`src/rtl/segctr_pkg.sv`:
```
package segctr_pkg;

  // Control word is {set_in, clr_in}
  typedef enum logic [1:0] {
    CTL_RUN   = 2'b00,
    CTL_CLR   = 2'b01,
    CTL_HOLD  = 2'b10,
    CTL_SPLIT = 2'b11
  } ctl_e;

  function automatic ctl_e ctl_decode(input logic set_v, input logic clr_v);
    return ctl_e'({set_v, clr_v});
  endfunction

endpackage

```
`src/rtl/segctr_edge_det.sv`:
```
module segctr_edge_det #(
  parameter int unsigned STAGES = 2
) (
  input  logic clk,
  input  logic rst,
  input  logic din,
  output logic fall
);

  // sh[0..STAGES-1] synchronize, sh[STAGES] holds the previous level
  logic [STAGES:0] sh;

  always_ff @(posedge clk) begin
    if (rst) begin
      sh <= '1;
    end else begin
      sh <= {sh[STAGES-1:0], din};
    end
  end

  assign fall = sh[STAGES] & ~sh[STAGES-1];

endmodule

```
`src/rtl/segctr_mode.sv`:
```
module segctr_mode
  import segctr_pkg::*;
(
  input  logic clk,
  input  logic rst,
  input  logic set_in,
  input  logic clr_in,
  output logic sect_q,
  output logic clr_now
);

  ctl_e ctl;

  always_comb begin
    ctl     = ctl_decode(set_in, clr_in);
    clr_now = (ctl == CTL_CLR);
  end

  always_ff @(posedge clk) begin
    if (rst) begin
      sect_q <= 1'b0;
    end else begin
      unique case (ctl)
        CTL_SPLIT: sect_q <= 1'b1;
        CTL_HOLD:  sect_q <= sect_q;
        CTL_RUN,
        CTL_CLR:   sect_q <= 1'b0;
        default:   sect_q <= 1'b0;
      endcase
    end
  end

endmodule

```
`src/rtl/segctr_section.sv`:
```
module segctr_section #(
  parameter int unsigned W = 8
) (
  input  logic         clk,
  input  logic         rst,
  input  logic         clr,
  input  logic         en,
  output logic [W-1:0] q,
  output logic         full
);

  always_ff @(posedge clk) begin
    if (rst || clr) begin
      q <= '0;
    end else if (en) begin
      q <= q + 1'b1;
    end
  end

  assign full = &q;

endmodule

```
`src/rtl/seg_counter.sv`:
```
module seg_counter #(
  parameter int unsigned SEC_W       = 8,
  parameter int unsigned SEC_N       = 3,
  parameter int unsigned SYNC_STAGES = 2,
  localparam int unsigned TOT_W      = SEC_W * SEC_N
) (
  input  logic             clk,
  input  logic             rst,
  input  logic             cnt_in,
  input  logic             set_in,
  input  logic             clr_in,
  output logic [TOT_W-1:0] count_q,
  output logic             sect_mode,
  output logic             wrap_pulse
);

  logic             fall_stb;
  logic             clr_now;
  logic             sect_q;
  logic [SEC_N-1:0] sec_en;
  logic [SEC_N-1:0] sec_full;
  logic             chain_wrap;
  logic             wrap_q;

  segctr_edge_det #(.STAGES(SYNC_STAGES)) u_edge (
    .clk  (clk),
    .rst  (rst),
    .din  (cnt_in),
    .fall (fall_stb)
  );

  segctr_mode u_mode (
    .clk     (clk),
    .rst     (rst),
    .set_in  (set_in),
    .clr_in  (clr_in),
    .sect_q  (sect_q),
    .clr_now (clr_now)
  );

  for (genvar i = 0; i < SEC_N; i++) begin : g_sec
    if (i == 0) begin : g_first
      assign sec_en[i] = fall_stb;
    end else begin : g_next
      // sectioned: every section sees the strobe; chained: ripple carry
      assign sec_en[i] = sect_q ? fall_stb : (sec_en[i-1] & sec_full[i-1]);
    end

    segctr_section #(.W(SEC_W)) u_sec (
      .clk  (clk),
      .rst  (rst),
      .clr  (clr_now),
      .en   (sec_en[i]),
      .q    (count_q[i*SEC_W +: SEC_W]),
      .full (sec_full[i])
    );
  end

  assign chain_wrap = fall_stb & ~sect_q & (&sec_full);

  always_ff @(posedge clk) begin
    if (rst) begin
      wrap_q <= 1'b0;
    end else begin
      wrap_q <= chain_wrap & ~clr_now;
    end
  end

  assign sect_mode  = sect_q;
  assign wrap_pulse = wrap_q;

endmodule

```
`config.mk`:
```
export PLATFORM = sky130hd
export DESIGN_NAME = seg_counter
export DESIGN_NICKNAME = d
export VERILOG_FILES = /design/src/rtl/segctr_pkg.sv /design/src/rtl/segctr_edge_det.sv /design/src/rtl/segctr_mode.sv /design/src/rtl/segctr_section.sv /design/src/rtl/seg_counter.sv
export SDC_FILE = /design/constraint.sdc
export NUM_CORES = 1
export LEC_CHECK = 0
export CORE_ASPECT_RATIO = 0.75
export CORE_MARGIN = 2
export CORE_UTILIZATION = 40
export DETAILED_ROUTE_END_ITERATION = 8
export PLACE_DENSITY = 0.69
export SYNTH_ARGS = -nofsm -noshare
export SYNTH_HDL_FRONTEND = slang
export SYNTH_SLANG_ARGS = --single-unit
export TNS_END_PERCENT = 50
```
`constraint.sdc`:
```
create_clock -name clk -period 2.7 [get_ports clk]
set_input_delay 0.405 -clock clk [delete_from_list [all_inputs] [get_ports clk]]
set_output_delay 0.405 -clock clk [all_outputs]
set_load 0.02 [all_outputs]
```
==> results of run 1 <==
where the power goes:
part	switching [W]	internal, W
registers	0.00000328	0.000431
clock network	0.000164	0.000178
logic	0.0000237	0.0000223
total	0.000191	0.000632
synth_stat cells (3+ instances only):
master    number  area [um2]
dfxtp_1       29         581
or3_1         11        68.8
a21oi_1        6        30.0
or2_2          4        25.0
inv_1          3        11.3
o21ai_0       10        50.1
clkbuf_1       6        22.5
nand3_1       12        60.1
nand2b_1       3        18.8
o31ai_1        3        22.5
xnor2_1        4        35.0
and3_1         3        18.8
nor4_1         5        31.3
ha_1           3        37.5
nor2_1         9        33.8
nand2_1       23        86.3
mux2i_1       11         110
a2111o_1       3        33.8
nor3_1         3        15.0
path summary, 6_finish.rpt:
| kind | end | slack, ns | startpoint |
|---|---|---|---|
| max | g_sec[2].u_sec.q[0] | 0.64 | g_sec[0].u_sec.q[0] |
| min | u_edge.sh[1] | 0.42 | u_edge.sh[0] |
| max reg2reg | g_sec[2].u_sec.q[0] | 0.64 | g_sec[0].u_sec.q[0] |
| min reg2reg | u_edge.sh[1] | 0.42 | u_edge.sh[0] |
cells by family (layout without fill, tap and decap cells):
group / Yosys count / after routing
AOI/OAI and AO/OA: 27 / 27
xor gates and xnor gates: 5 / 5
adders and majority gates: 3 / 3
buffers and inverters: 12 / 45
DFF: 29 / 29
muxes: 11 / 11
and+or+nand+nor: 87 / 87
cell type report:
| class | count | area, um2 | share of cell area |
|---|---|---|---|
| Clock inverter | 2 | 10.0 | 0.00523 |
| Clock buffer | 6 | 72.6 | 0.0379 |
| Multi-Input combinational cell | 133 | 845 | 0.441 |
| Inverter | 3 | 11.3 | 0.00588 |
| Tap cell | 52 | 65.1 | 0.0340 |
| Timing Repair Buffer | 34 | 330 | 0.173 |
| Sequential cell | 29 | 581 | 0.303 |
routing by layer:
metal / vias up / wire length (um) / part of all wire / track usage
li1: 693 / - / - / -
met1: 615 / 1710 / 0.51 / 0.258
met4: 0 / 16 / 0.0048 / 0.0536
met3: 2 / 202 / 0.060 / 0.0485
met5: - / 0 / 0 / 0
met2: 43 / 1420 / 0.42 / 0.237
per-stage QoR:
| step | area (um2) | total power [W] |
|---|---|---|
| final | 1910 | 0.000823 |
| after floorplan | 1480 | 0.000470 |
| after CTS | 1910 | 0.000833 |
| after global routing | 1910 | 0.000855 |
| after detailed placement | 1830 | 0.000491 |
| after global placement | 1830 | 0.000489 |
worst register-to-register path, delay by kind of cell, from the launching register on:
family,cells,cell delay (ns)
flops,1,0.39
fa+ha+maj,1,0.19
mux,1,0.19
simple gates,2,0.87
compound gates,1,0.30
registers in the layout, summed over array words and instances (netlist names):
signal / count
g_sec.u_sec.q: 24
u_mode.sect_q: 1
u_edge.sh: 3
wrap_pulse: 1
==> qor.yml, run 1 <==
clock_tree:
  clock_latency_ns: 0.28
  path_clk_slew_ns: 0.06
  cts.sink_count: 29
  ctsHoldBuffers: 0
  post_cts_resized: 0
  cts_root_buffer: "clkbuf_8"
  post_cts_buffers: 0
  cts_htree_levels: 2
  clock_path_buffers: 2
  cts_tree: "yes"
  cts_buffers: 5
floorplan:
  die_area_mm2: 0.00420
  die_h_um: 56.7
  io-pin-count: 31
  initial_core_util: 0.412
  fp-row-count: 19
  core_area_mm2: 0.00359
  die_width_um: 74.2
hold_path:
  hold_path.class: "reg2reg"
  min_path_cells: 1
synth:
  synth-seq-cells: 29
  yosys.area_share.xor_xnor: 0.0296
  synth_nets: 182
  yosys_warnings: 0
  synth_cell_types: 38
  synth_edf_count: 0
  synth-compound-area-share: 0.120
  syn_avg_cell_area_um2: 8.50
  synthAdderAreaFrac: 0.0254
  syn_inst: 174
  synth.area.mux_share: 0.0745
  ys_seq_area_frac: 0.393
  synth_flop_cell: "dfxtp_1"
  synthSimpleGateAreaFrac: 0.321
  netlist_area_mm2: 0.00148
  synth_top_family_by_area: "simple AND/OR/NAND/NOR gates"
  synthArstFlopShare: 0
routing:
  drt_wl_total_um: 3350
  wl_per_cell_um: 12.9
  drt-initial-drc-count: 73
  drc: 0
  viasPerCell: 5.22
  drt_first_pass_iters: 4
  drtAntennaViolNets: 0
  num_vias: 1353
critical_path:
  worst-r2r-cell-count: 5
  setup.worst_path.start_class: "flip-flop"
  required_ns: 2.85
  crit_family: "simple AND/OR/NAND/NOR gates"
  path_cells: "ha_1 -> nand2_1 -> nor4_1 -> a31oi_1 -> mux2i_1"
  worstPathMaxFanout: 5
  cpPeakStageDelay_ns: 0.75
  path_buf_inv: 0
  crit_path_top_delay_cell: "nor4_1"
  end_kind: "flip-flop"
  critical_path_depth: 5
  arrival_ns: 2.21
  critPathKind: "reg2reg"
timing:
  min_period_over_period: 0.763
  fin_crit_ns: 2.06
  grt_setup_unrepaired: "no"
  fmax_mhz: 485
  whs_ns: 0.418
  setup_viol: 0
  worstMarginPinSlew_ns: 0.826
  slew_headroom: 0.445
  worst_slack_ns: 0.639
  finClkSkew_ns: 0.00854
  slew_viol_final: 0
  tns_ns: 0
  hold_viol: 0
cells_and_area:
  fillCellCount: 338
  layout-drive-gt1-share: 0.0870
  layout_commonest_cell: "clkdlybuf4s50_1"
  area_growth_pct: 29.4
  instances_no_fill: 259
  nNetsFinal: 214
  fin_util: 0.533
  layout_common_cells: "clkdlybuf4s50_1 (30), dfxtp_1 (29), nand2_1 (23)"
  n_antenna_cell: 0
grt:
  grt_pass1_wl_um: 5580
  overflow: 0
  grt_start_max_net_pins: 18
  antenna_found_initial: 0
  grt_pass1_vias: 1212
  grtUsageTotal: 0.172
placed_design:
  dp_hpwl_um: 2460
  numPlacedInstances: 251
  post-place-ws_ns: 0.445
  gp_congestion: 0.819
  portBuffers: 30
flow_run:
  maxCapViolations: 0
power:
  vdd_drop_max_v: 0.000306
  powerDensity_mw_per_mm2: 430
  leakagePower_nw: 0.648
outcome:
  status: "finished, final reports clean"
Power figures use the tool's default switching activity.
==> inputs of run 2 (changes only) <==
- clock period: 2.7 -> 2.1 ns (I/O delays scaled with it)
==> qor.yml, run 2 (synthesized netlist as in run 1, its figures left out) <==
outcome:
  status: "finished, final reports clean"
timing:
  worst_slack_ns: 0.164
  setup_viol: 0
  tns_ns: 0
  fin_crit_ns: 1.94
  finClkSkew_ns: 0.00799
  slew_headroom: 0.677
  slew_viol_final: 0
  worstMarginPinSlew_ns: 0.483
  fmax_mhz: 517
  grt_setup_unrepaired: "no"
  hold_viol: 0
  min_period_over_period: 0.922
  whs_ns: 0.409
routing:
  num_vias: 1411
  viasPerCell: 5.37
  drt_wl_total_um: 3500
  drtAntennaViolNets: 0
  wl_per_cell_um: 13.3
  drt_first_pass_iters: 5
  drt-initial-drc-count: 127
  drc: 0
power:
  intPower_w: 0.000882
  p_switching_w: 0.000249
  p_clk_frac: 0.449
  powerDensity_mw_per_mm2: 576
  switching_share: 0.220
  leakagePower_nw: 0.678
  seqPwrFrac: 0.493
  vdd_drop_max_v: 0.000342
  combPwrFrac: 0.058
critical_path:
  end_kind: "flip-flop"
  crit_family: "simple AND/OR/NAND/NOR gates"
  path_cells: "ha_1 -> nand2_1 -> or4_4 -> or4_1 -> nand3_1"
  path_buf_inv: 0
  arrival_ns: 2.16
  critPathKind: "reg2reg"
  setup.worst_path.start_class: "flip-flop"
  worstPathMaxFanout: 17
  crit_path_top_delay_cell: "or4_4"
  cpPeakStageDelay_ns: 0.56
  required_ns: 2.33
grt:
  antenna_found_initial: 0
  overflow: 0
  grt_pass1_vias: 1220
  grt_start_max_net_pins: 18
  grtUsageTotal: 0.184
  grt_pass1_wl_um: 5840
floorplan:
  die_width_um: 74.2
  io-pin-count: 31
  die_h_um: 56.7
  fp-row-count: 19
  core_area_mm2: 0.00359
  initial_core_util: 0.412
  die_area_mm2: 0.00420
clock_tree:
  cts.sink_count: 29
  cts_tree: "yes"
  cts_htree_levels: 2
  clock_path_buffers: 2
  cts_buffers: 5
  cts_root_buffer: "clkbuf_8"
  post_cts_buffers: 0
  post_cts_resized: 0
  path_clk_slew_ns: 0.06
  clock_latency_ns: 0.29
  ctsHoldBuffers: 0
cells_and_area:
  instances_no_fill: 263
  largest_reg_flops: 24
  area_growth_pct: 32.7
  n_antenna_cell: 0
  fillCellCount: 331
  largest_register: "g_sec.u_sec.q"
  layout_commonest_cell: "clkdlybuf4s50_1"
  layout_common_cells: "clkdlybuf4s50_1 (30), dfxtp_1 (29), nand2_1 (23)"
  layout-drive-gt1-share: 0.109
  reg_top3: "g_sec.u_sec.q: 24 flops, u_edge.sh: 3 flops"
  nNetsFinal: 218
placed_design:
  dp_hpwl_um: 2600
  post-place-ws_ns: 0.0636
  portBuffers: 30
  numPlacedInstances: 255
  gp_congestion: 0.939
flow_run:
  maxCapViolations: 0
hold_path:
  hold_path.class: "reg2reg"
-- run 2: worst paths after layout --
path / start / to / slack, ns / cells past startpoint
setup reg to reg: g_sec[0].u_sec.q[1] / g_sec[2].u_sec.q[2] / 0.16 / 5
hold reg to reg: u_edge.sh[0] / u_edge.sh[1] / 0.41 / 1
setup / recovery: g_sec[0].u_sec.q[1] / g_sec[2].u_sec.q[2] / 0.16 / 5
hold / removal: u_edge.sh[0] / u_edge.sh[1] / 0.41 / 1
-- run 2: metrics by stage --
stage | instance area, um2 | utilization | total power (W)
2_1_floorplan | 1480 | - | 0.000605
3_5_place_dp | 1860 | 0.519 | 0.000635
4_1_cts | 1960 | 0.547 | 0.00114
5_1_grt | 1960 | 0.547 | 0.00117
3_3_place_gp | 1860 | 0.519 | 0.000634
6_report | 1960 | 0.547 | 0.00113
-- run 2: routing by layer --
layer / vias to the layer above / track usage / part of all wire
met1: 649 / 0.278 / 0.49
met4: 0 / 0.0765 / 0.019
li1: 700 / - / -
met5: - / 0 / 0
met3: 8 / 0.0449 / 0.077
met2: 54 / 0.245 / 0.41
-- run 2: area by class of cell --
cell class              count  area (um2)  area share
clock inverters             1        5.00     0.00255
repair buffers             38         360       0.184
multi-input cells         133         845       0.430
clock buffers               7        96.3      0.0491
flip-flops and latches     29         581       0.296
well taps                  52        65.1      0.0331
inverters                   3        11.3     0.00574
-- run 2: power by group through the flow --
stage | Sequential (W) | Clock, W | Combinational, W
2_1_floorplan | 0.000573 | 0 | 0.0000319
3_3_place_gp | 0.000570 | 0 | 0.0000639
3_5_place_dp | 0.000570 | 0 | 0.0000649
4_1_cts | 0.000558 | 0.000516 | 0.0000649
5_1_grt | 0.000558 | 0.000541 | 0.0000708
6_report | 0.000558 | 0.000508 | 0.0000652
==> inputs of run 3 (changes only) <==
- PLACE_DENSITY: 0.69 -> unset
- PLACE_DENSITY_LB_ADDON: unset -> 0.12
==> qor.yml, run 3 (synthesized netlist as in run 1, its figures left out) <==
power:
  p_switching_w: 0.000229
  p_clk_frac: 0.421
  intPower_w: 0.000845
  vdd_drop_max_v: 0.000347
  leakagePower_nw: 0.669
  seqPwrFrac: 0.520
  combPwrFrac: 0.059
  powerDensity_mw_per_mm2: 550
  switching_share: 0.213
outcome:
  status: "finished, final reports clean"
critical_path:
  critical_path_depth: 5
  arrival_ns: 2.14
  crit_path_top_delay_cell: "or4_4"
  path_cells: "ha_1 -> nand2_1 -> or4_4 -> or4_1 -> nand3_1"
  crit_family: "simple AND/OR/NAND/NOR gates"
  setup.worst_path.start_class: "flip-flop"
  reg2reg_slack_ns: 0.18
  cpPeakStageDelay_ns: 0.56
  critPathKind: "reg2reg"
  required_ns: 2.32
  worstPathMaxFanout: 17
  end_kind: "flip-flop"
  r2r-end: "g_sec[2].u_sec.q[2]"
  worst-r2r-cell-count: 5
  worstReg2RegStart: "g_sec[0].u_sec.q[1]"
  path_buf_inv: 0
routing:
  num_vias: 1385
  drt_first_pass_iters: 4
  drc: 0
  drt_wl_total_um: 3410
  viasPerCell: 5.29
  drt-initial-drc-count: 64
  wl_per_cell_um: 13.0
  drtAntennaViolNets: 0
floorplan:
  io-pin-count: 31
  fp-row-count: 19
  die_width_um: 74.2
  die_area_mm2: 0.00420
  die_h_um: 56.7
  initial_core_util: 0.412
  core_area_mm2: 0.00359
timing:
  finClkSkew_ns: 0.00643
  slew_viol_final: 0
  grt_setup_unrepaired: "no"
  slew_headroom: 0.714
  worstMarginPinSlew_ns: 0.424
  fin_crit_ns: 1.92
  tns_ns: 0
  min_period_over_period: 0.915
  setup_viol: 0
  hold_viol: 0
  fmax_mhz: 521
grt:
  grt_pass1_vias: 1293
  antenna_found_initial: 0
  overflow: 0
  grtUsageTotal: 0.187
  grt_start_max_net_pins: 18
  grt_pass1_wl_um: 5990
cells_and_area:
  reg_top3: "g_sec.u_sec.q: 24 flops, u_edge.sh: 3 flops"
  largest_register: "g_sec.u_sec.q"
  area_growth_pct: 32.1
  n_antenna_cell: 0
  layout_commonest_cell: "clkdlybuf4s50_1"
  finalInstanceArea_mm2: 0.00195
  layout-drive-gt1-share: 0.105
  fillCellCount: 336
  nNetsFinal: 218
  largest_reg_flops: 24
  layout_common_cells: "clkdlybuf4s50_1 (30), dfxtp_1 (29), nand2_1 (23)"
clock_tree:
  cts_tree: "yes"
  clock_latency_ns: 0.27
  path_clk_slew_ns: 0.06
  cts.sink_count: 29
  cts_htree_levels: 2
  cts_buffers: 5
  clock_path_buffers: 2
  ctsHoldBuffers: 0
  cts_root_buffer: "clkbuf_8"
flow_run:
  maxCapViolations: 0
placed_design:
  dp_hpwl_um: 2470
  place_area_mm2: 0.00186
  portBuffers: 30
  gp_congestion: 0.788
hold_path:
  min_to: "u_edge.sh[1]"
  min_from: "u_edge.sh[0]"
  min_path_cells: 1
  hold_path.class: "reg2reg"
==> run 3: changes by cell type in the layout (fill, tap and decap cells not counted) <==
| cell | change |
|---|---|
| clkbuf_8 | -1 |
| clkbuf_1 | +1 |
| o31ai_2 | +1 |
| clkinv_2 | -1 |
| o31ai_1 | -1 |
==> run 3: worst max path at each step <==
stage	from	slack (ns)	to
final	g_sec[0].u_sec.q[1]	0.18	g_sec[2].u_sec.q[2]
after global routing	g_sec[0].u_sec.q[1]	0.08	g_sec[2].u_sec.q[2]
after CTS	g_sec[0].u_sec.q[1]	0.06	g_sec[2].u_sec.q[2]
after detailed placement	g_sec[0].u_sec.q[1]	0.09	g_sec[2].u_sec.q[2]
after global placement	g_sec[0].u_sec.q[1]	0.13	g_sec[2].u_sec.q[2]
after floorplan	g_sec[0].u_sec.q[0]	0.006	g_sec[1].u_sec.q[6]
==> run 3: power by group through the flow <==
stage | Sequential (W) | Clock, W | Combinational [W]
2_1_floorplan | 0.000573 | 0 | 0.0000319
4_1_cts | 0.000559 | 0.000468 | 0.0000643
3_3_place_gp | 0.000570 | 0 | 0.0000631
6_report | 0.000559 | 0.000452 | 0.0000638
5_1_grt | 0.000559 | 0.000510 | 0.0000700
3_5_place_dp | 0.000571 | 0 | 0.0000640
==> run 3: through the flow <==
step / utilization / hold WS (ns) / setup WS, ns / total power, W / cells
detailed placement: 0.519 / 0.401 / 0.0869 / 0.000635 / 255
global route: 0.544 / 0.434 / 0.0761 / 0.00114 / 262
finish: 0.544 / 0.412 / 0.179 / 0.00107 / 262
floorplan: - / 0.389 / 0.00605 / 0.000605 / 174
CTS: 0.543 / 0.415 / 0.0635 / 0.00109 / 262
global placement: 0.519 / 0.392 / 0.129 / 0.000633 / 255
==> run 3: final cells by class <==
type | count | area (um2) | share of cell area
clock buffers | 7 | 86.3 | 0.0442
inverters | 3 | 11.3 | 0.00577
repair buffers | 38 | 360 | 0.184
flip-flops and latches | 29 | 581 | 0.297
well taps | 52 | 65.1 | 0.0333
multi-input cells | 133 | 850 | 0.435
==> run 3: timing repair <==
item	4_1_cts	5_1_grt
buffers inserted	0	0
endpoints found under the setup margin	0	3
gates resized for setup	0	1
endpoints found under the hold margin	0	0
==> run 3: metal layers <==
layer / up-vias / part of all wire / track usage
li1: 695 / - / -
met1: 648 / 0.50 / 0.261
met2: 38 / 0.44 / 0.256
met3: 4 / 0.050 / 0.0700
met4: 0 / 0.0079 / 0.0765
met5: - / 0 / 0
